**src/rtl/l1tc_pkg.sv**
```systemverilog
package l1tc_pkg;
  typedef enum logic [1:0] {
    ACC_IDLE,
    ACC_HIT,
    ACC_FILL,
    ACC_SINGLE
  } acc_kind_e;
endpackage

```
**src/rtl/l1tc_way_store.sv**
```systemverilog
module l1tc_way_store #(
  parameter int SETS  = 32,
  parameter int TAG_W = 8,
  parameter int SET_W = (SETS > 1) ? $clog2(SETS) : 1
) (
  input  logic             clk,
  input  logic             rst_n,
  input  logic [SET_W-1:0] lk_set,
  input  logic [TAG_W-1:0] lk_tag,
  output logic             lk_hit,
  input  logic [SET_W-1:0] sn_set,
  input  logic [TAG_W-1:0] sn_tag,
  output logic             sn_hit,
  input  logic             fill_en,
  input  logic [SET_W-1:0] fill_set,
  input  logic [TAG_W-1:0] fill_tag,
  input  logic             inv_en,
  input  logic [SET_W-1:0] inv_set,
  input  logic             clr_en,
  input  logic [SET_W-1:0] clr_set
);
  logic [SETS-1:0]  vld_q, vld_d;
  logic [TAG_W-1:0] tag_q [SETS];

  assign lk_hit = vld_q[lk_set] && (tag_q[lk_set] == lk_tag);
  assign sn_hit = vld_q[sn_set] && (tag_q[sn_set] == sn_tag);

  // sweep clear wins over fill, fill wins over snoop invalidate
  always_comb begin
    vld_d = vld_q;
    for (int s = 0; s < SETS; s++) begin
      if (inv_en && inv_set == SET_W'(s))
        vld_d[s] = 1'b0;
      if (fill_en && fill_set == SET_W'(s))
        vld_d[s] = 1'b1;
      if (clr_en && clr_set == SET_W'(s))
        vld_d[s] = 1'b0;
    end
  end

  always_ff @(posedge clk or negedge rst_n) begin
    if (!rst_n) vld_q <= '0;
    else        vld_q <= vld_d;
  end

  always_ff @(posedge clk) begin
    if (fill_en) tag_q[fill_set] <= fill_tag;
  end
endmodule

```
**src/rtl/l1tc_victim_ptr.sv**
```systemverilog
module l1tc_victim_ptr #(
  parameter int SETS  = 32,
  parameter int WAYS  = 2,
  parameter int SET_W = (SETS > 1) ? $clog2(SETS) : 1,
  parameter int WAY_W = (WAYS > 1) ? $clog2(WAYS) : 1
) (
  input  logic             clk,
  input  logic             rst_n,
  input  logic [SET_W-1:0] rd_set,
  output logic [WAY_W-1:0] rd_way,
  input  logic             upd_en,
  input  logic [SET_W-1:0] upd_set,
  input  logic [WAY_W-1:0] upd_way,
  input  logic             clr_en,
  input  logic [SET_W-1:0] clr_set
);
  logic [WAY_W-1:0] ptr_q [SETS];
  logic [WAY_W-1:0] ptr_d [SETS];
  logic [WAY_W-1:0] away;

  assign rd_way = ptr_q[rd_set];
  assign away   = (upd_way == WAY_W'(WAYS - 1)) ? '0 : upd_way + 1'b1;

  always_comb begin
    for (int s = 0; s < SETS; s++) begin
      ptr_d[s] = ptr_q[s];
      if (upd_en && upd_set == SET_W'(s))
        ptr_d[s] = away;
      if (clr_en && clr_set == SET_W'(s))
        ptr_d[s] = '0;
    end
  end

  always_ff @(posedge clk or negedge rst_n) begin
    if (!rst_n) begin
      for (int s = 0; s < SETS; s++) ptr_q[s] <= '0;
    end else begin
      for (int s = 0; s < SETS; s++) ptr_q[s] <= ptr_d[s];
    end
  end
endmodule

```
**src/rtl/l1tc_flash_seq.sv**
```systemverilog
module l1tc_flash_seq #(
  parameter int SETS  = 32,
  parameter int SET_W = (SETS > 1) ? $clog2(SETS) : 1
) (
  input  logic             clk,
  input  logic             rst_n,
  input  logic             fi_write,
  input  logic             enable,
  output logic             pending,
  output logic             busy,
  output logic             start,
  output logic             clr_en,
  output logic [SET_W-1:0] clr_set
);
  logic             pend_q, pend_d;
  logic             busy_q, busy_d;
  logic             start_q, start_d;
  logic [SET_W-1:0] idx_q, idx_d;
  logic             begin_op;

  always_comb begin
    pend_d   = fi_write;
    begin_op = pend_q && enable;
    start_d  = begin_op;
    busy_d   = busy_q;
    idx_d    = idx_q;
    if (begin_op) begin
      busy_d = 1'b1;
      idx_d  = '0;
    end else if (busy_q) begin
      if (idx_q == SET_W'(SETS - 1)) busy_d = 1'b0;
      else                           idx_d  = idx_q + 1'b1;
    end
  end

  always_ff @(posedge clk or negedge rst_n) begin
    if (!rst_n) begin
      pend_q  <= 1'b0;
      busy_q  <= 1'b0;
      start_q <= 1'b0;
      idx_q   <= '0;
    end else begin
      pend_q  <= pend_d;
      busy_q  <= busy_d;
      start_q <= start_d;
      idx_q   <= idx_d;
    end
  end

  assign pending = pend_q;
  assign busy    = busy_q;
  assign start   = start_q;
  assign clr_en  = busy_q && !begin_op;
  assign clr_set = idx_q;
endmodule

```
**src/rtl/l1_tag_ctrl.sv**
```systemverilog
module l1_tag_ctrl
  import l1tc_pkg::*;
#(
  parameter int SETS  = 32,
  parameter int WAYS  = 2,
  parameter int TAG_W = 8,
  localparam int SET_W = (SETS > 1) ? $clog2(SETS) : 1,
  localparam int WAY_W = (WAYS > 1) ? $clog2(WAYS) : 1
) (
  input  logic             clk,
  input  logic             rst_n,
  input  logic             cfg_enable,
  input  logic             cfg_lock,
  input  logic             fi_write,
  output logic             fi_pending,
  input  logic             req_valid,
  input  logic [SET_W-1:0] req_set,
  input  logic [TAG_W-1:0] req_tag,
  input  logic             req_inhibit,
  output logic             rsp_valid,
  output logic             rsp_hit,
  output logic [WAY_W-1:0] rsp_way,
  output logic             bus_req,
  output logic             bus_burst,
  output logic             bus_inhibit,
  output logic             busy,
  output logic             inval_start,
  input  logic             snp_valid,
  input  logic [SET_W-1:0] snp_set,
  input  logic [TAG_W-1:0] snp_tag,
  output logic             snp_rsp_valid,
  output logic             snp_hit
);
  logic [WAYS-1:0]  lk_hit_w, sn_hit_w;
  logic [WAY_W-1:0] victim, hit_way, upd_way;
  logic             clr_en;
  logic [SET_W-1:0] clr_set;
  logic             acc, any_hit, use_cache, fill_en, upd_en, snp_look;
  acc_kind_e        kind;

  logic             rsp_valid_d, rsp_hit_d, bus_req_d, bus_burst_d, bus_inh_d;
  logic [WAY_W-1:0] rsp_way_d;
  logic             snp_rsp_d, snp_hit_d;

  l1tc_flash_seq #(.SETS(SETS), .SET_W(SET_W)) u_seq (
    .clk     (clk),
    .rst_n   (rst_n),
    .fi_write(fi_write),
    .enable  (cfg_enable),
    .pending (fi_pending),
    .busy    (busy),
    .start   (inval_start),
    .clr_en  (clr_en),
    .clr_set (clr_set)
  );

  l1tc_victim_ptr #(.SETS(SETS), .WAYS(WAYS), .SET_W(SET_W), .WAY_W(WAY_W)) u_ptr (
    .clk    (clk),
    .rst_n  (rst_n),
    .rd_set (req_set),
    .rd_way (victim),
    .upd_en (upd_en),
    .upd_set(req_set),
    .upd_way(upd_way),
    .clr_en (clr_en),
    .clr_set(clr_set)
  );

  for (genvar g = 0; g < WAYS; g++) begin : g_way
    l1tc_way_store #(.SETS(SETS), .TAG_W(TAG_W), .SET_W(SET_W)) u_store (
      .clk     (clk),
      .rst_n   (rst_n),
      .lk_set  (req_set),
      .lk_tag  (req_tag),
      .lk_hit  (lk_hit_w[g]),
      .sn_set  (snp_set),
      .sn_tag  (snp_tag),
      .sn_hit  (sn_hit_w[g]),
      .fill_en (fill_en && (victim == WAY_W'(g))),
      .fill_set(req_set),
      .fill_tag(req_tag),
      .inv_en  (snp_look && sn_hit_w[g]),
      .inv_set (snp_set),
      .clr_en  (clr_en),
      .clr_set (clr_set)
    );
  end

  // access classification
  always_comb begin
    acc       = req_valid && !busy;
    any_hit   = |lk_hit_w;
    use_cache = cfg_enable && !req_inhibit;
    hit_way   = '0;
    for (int w = WAYS - 1; w >= 0; w--)
      if (lk_hit_w[w]) hit_way = WAY_W'(w);
    kind = ACC_IDLE;
    if (acc) begin
      if (use_cache && any_hit)       kind = ACC_HIT;
      else if (use_cache && !cfg_lock) kind = ACC_FILL;
      else                            kind = ACC_SINGLE;
    end
    fill_en = (kind == ACC_FILL);
    upd_en  = (kind == ACC_HIT) || (kind == ACC_FILL);
    upd_way = (kind == ACC_HIT) ? hit_way : victim;
    snp_look = snp_valid && cfg_enable && !busy;
  end

  // response next state
  always_comb begin
    rsp_valid_d = acc;
    rsp_hit_d   = (kind == ACC_HIT);
    bus_req_d   = (kind == ACC_FILL) || (kind == ACC_SINGLE);
    bus_burst_d = (kind == ACC_FILL);
    bus_inh_d   = (kind == ACC_SINGLE) && req_inhibit;
    rsp_way_d   = upd_en ? upd_way : '0;
    snp_rsp_d   = snp_valid;
    snp_hit_d   = snp_look && (|sn_hit_w);
  end

  always_ff @(posedge clk or negedge rst_n) begin
    if (!rst_n) begin
      rsp_valid     <= 1'b0;
      rsp_hit       <= 1'b0;
      rsp_way       <= '0;
      bus_req       <= 1'b0;
      bus_burst     <= 1'b0;
      bus_inhibit   <= 1'b0;
      snp_rsp_valid <= 1'b0;
      snp_hit       <= 1'b0;
    end else begin
      rsp_valid     <= rsp_valid_d;
      rsp_hit       <= rsp_hit_d;
      rsp_way       <= rsp_way_d;
      bus_req       <= bus_req_d;
      bus_burst     <= bus_burst_d;
      bus_inhibit   <= bus_inh_d;
      snp_rsp_valid <= snp_rsp_d;
      snp_hit       <= snp_hit_d;
    end
  end
endmodule

```
**config.mk**
```make
export PLATFORM = sky130hd
export DESIGN_NAME = l1_tag_ctrl
export DESIGN_NICKNAME = d
export VERILOG_FILES = /design/src/rtl/l1tc_pkg.sv /design/src/rtl/l1tc_way_store.sv /design/src/rtl/l1tc_victim_ptr.sv /design/src/rtl/l1tc_flash_seq.sv /design/src/rtl/l1_tag_ctrl.sv
export SDC_FILE = /design/constraint.sdc
export NUM_CORES = 1
export LEC_CHECK = 0
export CAP_MARGIN = 20
export CORE_MARGIN = 2
export CORE_UTILIZATION = 55
export CTS_CLUSTER_SIZE = 30
export DETAILED_ROUTE_END_ITERATION = 10
export PLACE_DENSITY_LB_ADDON = 0.1
export SYNTH_ARGS = -nofsm -noshare
export SYNTH_HDL_FRONTEND = slang
export SYNTH_SLANG_ARGS = --single-unit
```
**constraint.sdc**
```tcl
create_clock -name clk -period 6.59 [get_ports clk]
set_clock_uncertainty 0.05 [all_clocks]
set_input_delay 1.6475 -clock clk [delete_from_list [all_inputs] [get_ports clk]]
set_output_delay 1.6475 -clock clk [all_outputs]
set_load 0.01 [all_outputs]
```
# Word level (Yosys, flattened, before mapping)
# Memory sizes are Yosys's and may differ from the RTL's.
# Cells that the tools add are included.
# W data, S select, Z words.
# word_totals
ff_bits,112
latchBits,0
ramBits,512
rom_bits,0
input_bits,34
elab_cells,822
mem_count,2
# op_classes
add_sub_neg,2
multipliers,0
div_mod_pow,0
magnitude_cmp,3
eq_ne,101
shift,0
muxes,285
bitwise_logic,2
reduce_logical,319
# memory_table
memory,words,width,read_ports,rd_ports_with_merged_regs,write_ports,line,source
g_way[0].u_store.tag_q,32,8,2,0,1,l1tc_way_store.sv:23,logic [TAG_W-1:0] tag_q [SETS];
g_way[1].u_store.tag_q,32,8,2,0,1,l1tc_way_store.sv:23,
# ops
op,count
$mux W1,275
$eq A5 B5 Y1 const B,48
$logic_and A1 B1 Y1,210
$reduce_bool A3 Y1,64
$eq A5 B4 Y1 const B,24
$reduce_bool A2 Y1,33
$eq A5 B3 Y1 const B,12
$eq A8 B8 Y1,4
$eq A5 B2 Y1 const B,6
$bmux W1 S5,5
$eq A5 B1 Y1 const B,3
$logic_not A5 Y1,3
$mux W5,3
$lt A5 B6 Y1 const B,2
$ge A6 B6 Y1 const B,1
$not A5 Y6,1
$add A5 B1 Y5 const B,1
$eq A2 B2 Y1 const B,2
$logic_not A1 Y1,4
$mux W2,2
$reduce_or A2 Y1,2
$eq A2 B1 Y1 const B,1
$logic_or A1 B1 Y1,2
$ne A2 B2 Y1 const B,1
other kinds (3),3

# Longest topological paths before layout
# depth
word_depth,13
depth_mapped,19

# Hierarchy
# A second synthesis with hierarchy kept.
# unflattened
cells_unflattened,2077
hier_area_um2,31595.3
# by_module_without_submodules
module,instances,cells_per_inst,area_per_inst_um2,seq_area_each_um2
l1tc_way_store at g_way[1].u_store,1,962,14587.7,8488.1
l1tc_way_store at g_way[0].u_store,1,846,14375.0,8488.1
l1tc_victim_ptr,1,210,1915.6,800.8
l1_tag_ctrl,1,29,369.1,200.2
l1tc_flash_seq,1,30,347.8,200.2

# Least setup slack after synthesis
# OpenSTA, ideal clock, no wires.
# synth_timing
kind,input to register
from,input req_set[0]
to,register u_ptr.ptr_q[16] (netlist name)
setup_time_ns,0.082
arrival_time_ns,5.384
t_required_ns,6.458
slack_ns,1.073
stages,19
path_cell_list,buf_2 > buf_4 > buf_4 > buf_4 > mux4_2 > nand2_1 > nand4_1 > o211ai_1 > xor2_1 > nand2_1 > nor4_1 > a41oi_1 > o21a_1 > ha_1 > clkbuf_1 > inv_1 > clkbuf_1 > or4_1 > o22ai_1
# synth_via
elab_chain_cells,13
elab_cells_between_ends,31
classes_between,add/sub (1); eq/ne (5); mux (15); bitwise (1); reduce/logical (7); memory (2)
# synth_rtl
item,line,source
from (decl),l1_tag_ctrl.sv:17,"input logic [SET_W-1:0] req_set,"
$mem_v2 Z32 W8 or $bmux W1 S5 (tied branches),n/a,
$eq A8 B8 Y1 or $mux W1 (tied branches),l1tc_way_store.sv:25,assign lk_hit = vld_q[lk_set] && (tag_q[lk_set] == lk_tag);
$logic_and A1 B1 Y1,l1tc_way_store.sv:25,
$reduce_or A2 Y1,l1_tag_ctrl.sv:92,any_hit = |lk_hit_w;
$logic_and A1 B1 Y1,l1_tag_ctrl.sv:99,if (use_cache && any_hit) kind = ACC_HIT;
$mux W2,l1_tag_ctrl.sv:99,
$mux W2,l1_tag_ctrl.sv:98,if (acc) begin
$eq A2 B1 Y1,"l1_tag_ctrl.sv:104, l1_tag_ctrl.sv:105",
$mux W1,l1_tag_ctrl.sv:105,upd_way = (kind == ACC_HIT) ? hit_way : victim;
$add A1 B1 Y1,l1tc_victim_ptr.sv:22,assign away = (upd_way == WAY_W'(WAYS - 1)) ? '0 : upd_way + 1'b1;
$mux W1,l1tc_victim_ptr.sv:22,
$mux W1,l1tc_victim_ptr.sv:27,if (upd_en && upd_set == SET_W'(s))
$mux W1,l1tc_victim_ptr.sv:29,if (clr_en && clr_set == SET_W'(s))
to (decl),l1tc_victim_ptr.sv:17,logic [WAY_W-1:0] ptr_q [SETS];
# Several ways; a longest one is shown, not always the timed one. The select of a mux whose other input is x is not followed.
# A chain may end at the register's enable or synchronous reset.

# Worst setup path after layout
# layout_timing
from,input req_set[3]
to,register u_ptr.ptr_q[0] (netlist name)
# The elaborated chain is that of the path after synthesis.

==> reports/results.tsv <==
metric	value	unit
switching fraction of total power	25.1	%
worst-margin pin slew	1.07	ns
WHS Path Cells	2	
hold endpoint	u_ptr.ptr_q[13]	
power density cells	264	nW/um2
Filler cells	4125	
syn_nets	2033	
final worst setup slack	0.489	ns
post-synth top area share	49.0	%
post-layout util	63.2	%
Synth Flop Type	edfxtp_1	
startpoint types	primary input	
NetSw	2.36	mW
slew margin rel.	28.1	%
max cap viols	0	
post-cts gate resize count	0	
Via density	7.40	
Clock Power Share	41.8	%
ranking of synthesized cells by area	edfxtp_1 49%, mux4_2 20%, dfrtp_1 8.9%	
cell area after layout	35700	um2
Syn Inst Count	1990	
Worst-Skew Late Latency	0.62	ns
cell mode on critical path	buf_4	
setup TNS	0	ns
hold_sp	u_ptr.ptr_q[13]	
Post-Route WL	106000	um
post-CTS setup buffers	0	
sequential share of the synthesized area	57.9	%
Core ar.	56400	um2
largest net degree at the start of global routing	73	
Routed WL per cell	36.4	um
CTS Sinks	624	
TritonCTS clock tree	yes	
multi-input logic area	12400	um2
endpoints failing setup	0	
Starting Density	55.7	%
slack of the worst reg-to-reg path	2.09	ns
Highest Clock Rate	164	MHz
total number of vias	21600	
H-tree depth	3	
CP peak stage delay	0.68	ns
Total Routing Usage GR	36.6	%
Synth Cell Area	31400	um2
clk buf depth	3	
worst setup slack after placement	0.160	ns
Hold Buf Count CTS	0	
Worst Hold Class	reg2reg	
post-route ant nets	0	
Die Y	243	um
Async SR Flop Fraction	17.9	%
Remaining Overflow, GRT	0	
FF+latch count, synth	624	
DRT iter0 DRCs	3350	
hold_ws	0.451	ns
run status	complete, no violations	
hpwl dp	73100	um
Layout area overhead	13.6	%
critical path data arrival time	6.58	ns
Setup CP Type	in2reg	
sequential share of power	46.6	%
Placed Area	33400	um2
final max-slew violation count	0	
drt pass-1 iters	8	
initial antenna violation count	4	
register area	18200	um2
critical path's top delay family	simple AND/OR/NAND/NOR gates	
CP Cell Sequence	clkdlybuf4s50_1, buf_4, nand3b_1, o221ai_1, a221oi_1, a21oi_1, xnor2_1, nand2_1, nor4_1, a41oi_1, buf_4, o21a_1, ha_1, inv_1, or4_1, o22ai_1	
minimum clock period after layout	6.10	ns
RR Endpoint	u_ptr.ptr_q[0]	
clock transition at the registers of the reported paths	0.06	ns
final hold violation count	0	
synth unique cells	56	
share of layout cells above drive strength 1	27.3	%
root buffer cell	clkbuf_16	
Critical Path Fanout Max	16	
DIE WIDTH	243	um
setup repair after global routing missed its margin	no	
first-pass GRT wire length	154000	um
Tcrit/Tclk final	92.6	%
DRC	0	
crit path buf inv count	4	
warnings from Yosys	0	
Max IR drop VDD	0.342	mV
Int Pwr	7.05	mW
grt met1 use	51.3	%
Logic pwr share	11.6	%
Critical Path RT	7.07	ns
CP Capture Type	register	
met2 Use GR	54.6	%
die area	59000	um2
CP max-delay cell	clkdlybuf4s50_1	
r2r worst-path depth	14	
I/O Buffers	44	
CTS Buf Count	70	
Synth Area per Inst	15.8	um2
most used routing layer	met2	
leading area contributor after synthesis	edfxtp_1	
M3 GR Usage	9.65	%
number of global-route vias before repair	21200	
row count	87	
nets@finish	2147	
worst r2r src	g_way[0].u_store.tag_q[19][6]	
EDFF count, synth	512	
Lkg Pwr	12.1	nW
gp weighted congestion	1.01	
# IOs	45	
worst min-delay path, stage by stage (launching register included):
cell,delay [ns]
dfrtp_1,0.34
nand3_1,0.06
o41ai_1,0.07
stage by stage:
step	total power, mW	std cells
floorplan	5.09	1990
global placement	5.51	2788
detailed placement	5.53	2788
CTS	9.41	2914
global route	9.64	2914
finish	9.41	2915
worst max path at each step:
| stage | start | endpoint | slack (ns) | cells past startpoint |
|---|---|---|---|---|
| 2_1_floorplan | req_set[0] | u_ptr.ptr_q[16] | 1.07 | 19 |
| 3_3_place_gp | req_set[3] | u_ptr.ptr_q[16] | 0.26 | 16 |
| 3_5_place_dp | req_set[3] | u_ptr.ptr_q[0] | 0.16 | 16 |
| 4_1_cts | req_set[3] | u_ptr.ptr_q[0] | 0.75 | 16 |
| 5_1_grt | req_set[3] | u_ptr.ptr_q[0] | 0.41 | 16 |
| 6_report | req_set[3] | u_ptr.ptr_q[0] | 0.49 | 16 |
cell usage after synthesis, types with 7 or more instances:
cell / instances
a21oi_1: 35
a221oi_1: 7
a22oi_1: 42
and2_1: 13
and3_1: 10
buf_1: 26
buf_2: 48
buf_4: 16
buf_6: 9
clkbuf_1: 61
dfrtp_1: 112
edfxtp_1: 512
ha_1: 9
inv_1: 7
mux2_2: 16
mux2i_1: 132
mux4_2: 276
nand2_1: 127
nand2b_1: 15
nand3_1: 61
nor2_1: 123
nor2b_1: 9
nor3_1: 15
nor4_1: 8
o21ai_0: 12
o221ai_1: 16
o22ai_1: 15
o311ai_1: 58
o31ai_1: 64
o41ai_1: 24
or3_1: 11
or4_1: 9
xnor2_1: 11
xor2_1: 22
cell families (layout without fill, tap and decap cells):
family	Yosys count	in the layout	share of synthesized area, %
flip-flops	624	624	57.9
multiplexers	424	424	24.6
AND/OR/NAND/NOR	424	424	6.28
AO/OA/AOI/OAI	304	304	7.29
buffers and inverters	172	340	2.65
XOR/XNOR	33	33	0.921
adder cells (fa/ha/maj)	9	9	0.359
other	0	1	0
area by class of cell:
type                       instances  share of cell area, %
antenna                            1                0.00702
clock buffer                      97                   5.64
clock inverter                    29                  0.804
inverter                          12                  0.126
multi-input combinational       1194                   34.8
sequential                       624                   51.0
tap                              756                   2.65
timing repair buffer             202                   5.00
state kept, by name, summed over array words and instances, names as in the netlist:
name	count
snp_rsp_valid	1
bus_inhibit	1
u_seq.clr_set	5
u_seq.pending	1
g_way.u_store.vld_q	64
bus_req	1
u_seq.busy	1
bus_burst	1
rsp_way	1
rsp_hit	1
snp_hit	1
u_ptr.ptr_q	32
u_seq.start	1
g_way.u_store.tag_q	512
rsp_valid	1
power by group through the flow:
stage                     combinational [mW]  clock, mW  sequential, mW
after floorplan                        0.660          0            4.43
after global placement                  1.05          0            4.46
after detailed placement                1.06          0            4.46
after CTS                               1.07       3.96            4.38
after global routing                    1.14       4.11            4.39
final                                   1.10       3.93            4.39
per-layer routing:
layer	routed length, um	vias up
li1	-	8485
met1	39200	11000
met2	47500	1734
met3	13600	315
met4	5800	6
met5	35	-
placed cells by master (no fill, tap or decap), types with 17 or more instances in the layout:
master	n
o31ai_1	64
a21oi_1	35
mux2i_1	132
o41ai_1	24
xor2_1	22
dfrtp_1	112
buf_4	143
clkdlybuf4s50_1	28
a22oi_1	42
edfxtp_1	512
nor2_1	120
clkbuf_1	17
nand2_1	126
o311ai_1	58
clkbuf_16	75
mux4_2	276
nand3_1	61
(Power assumes the default switching activity.)
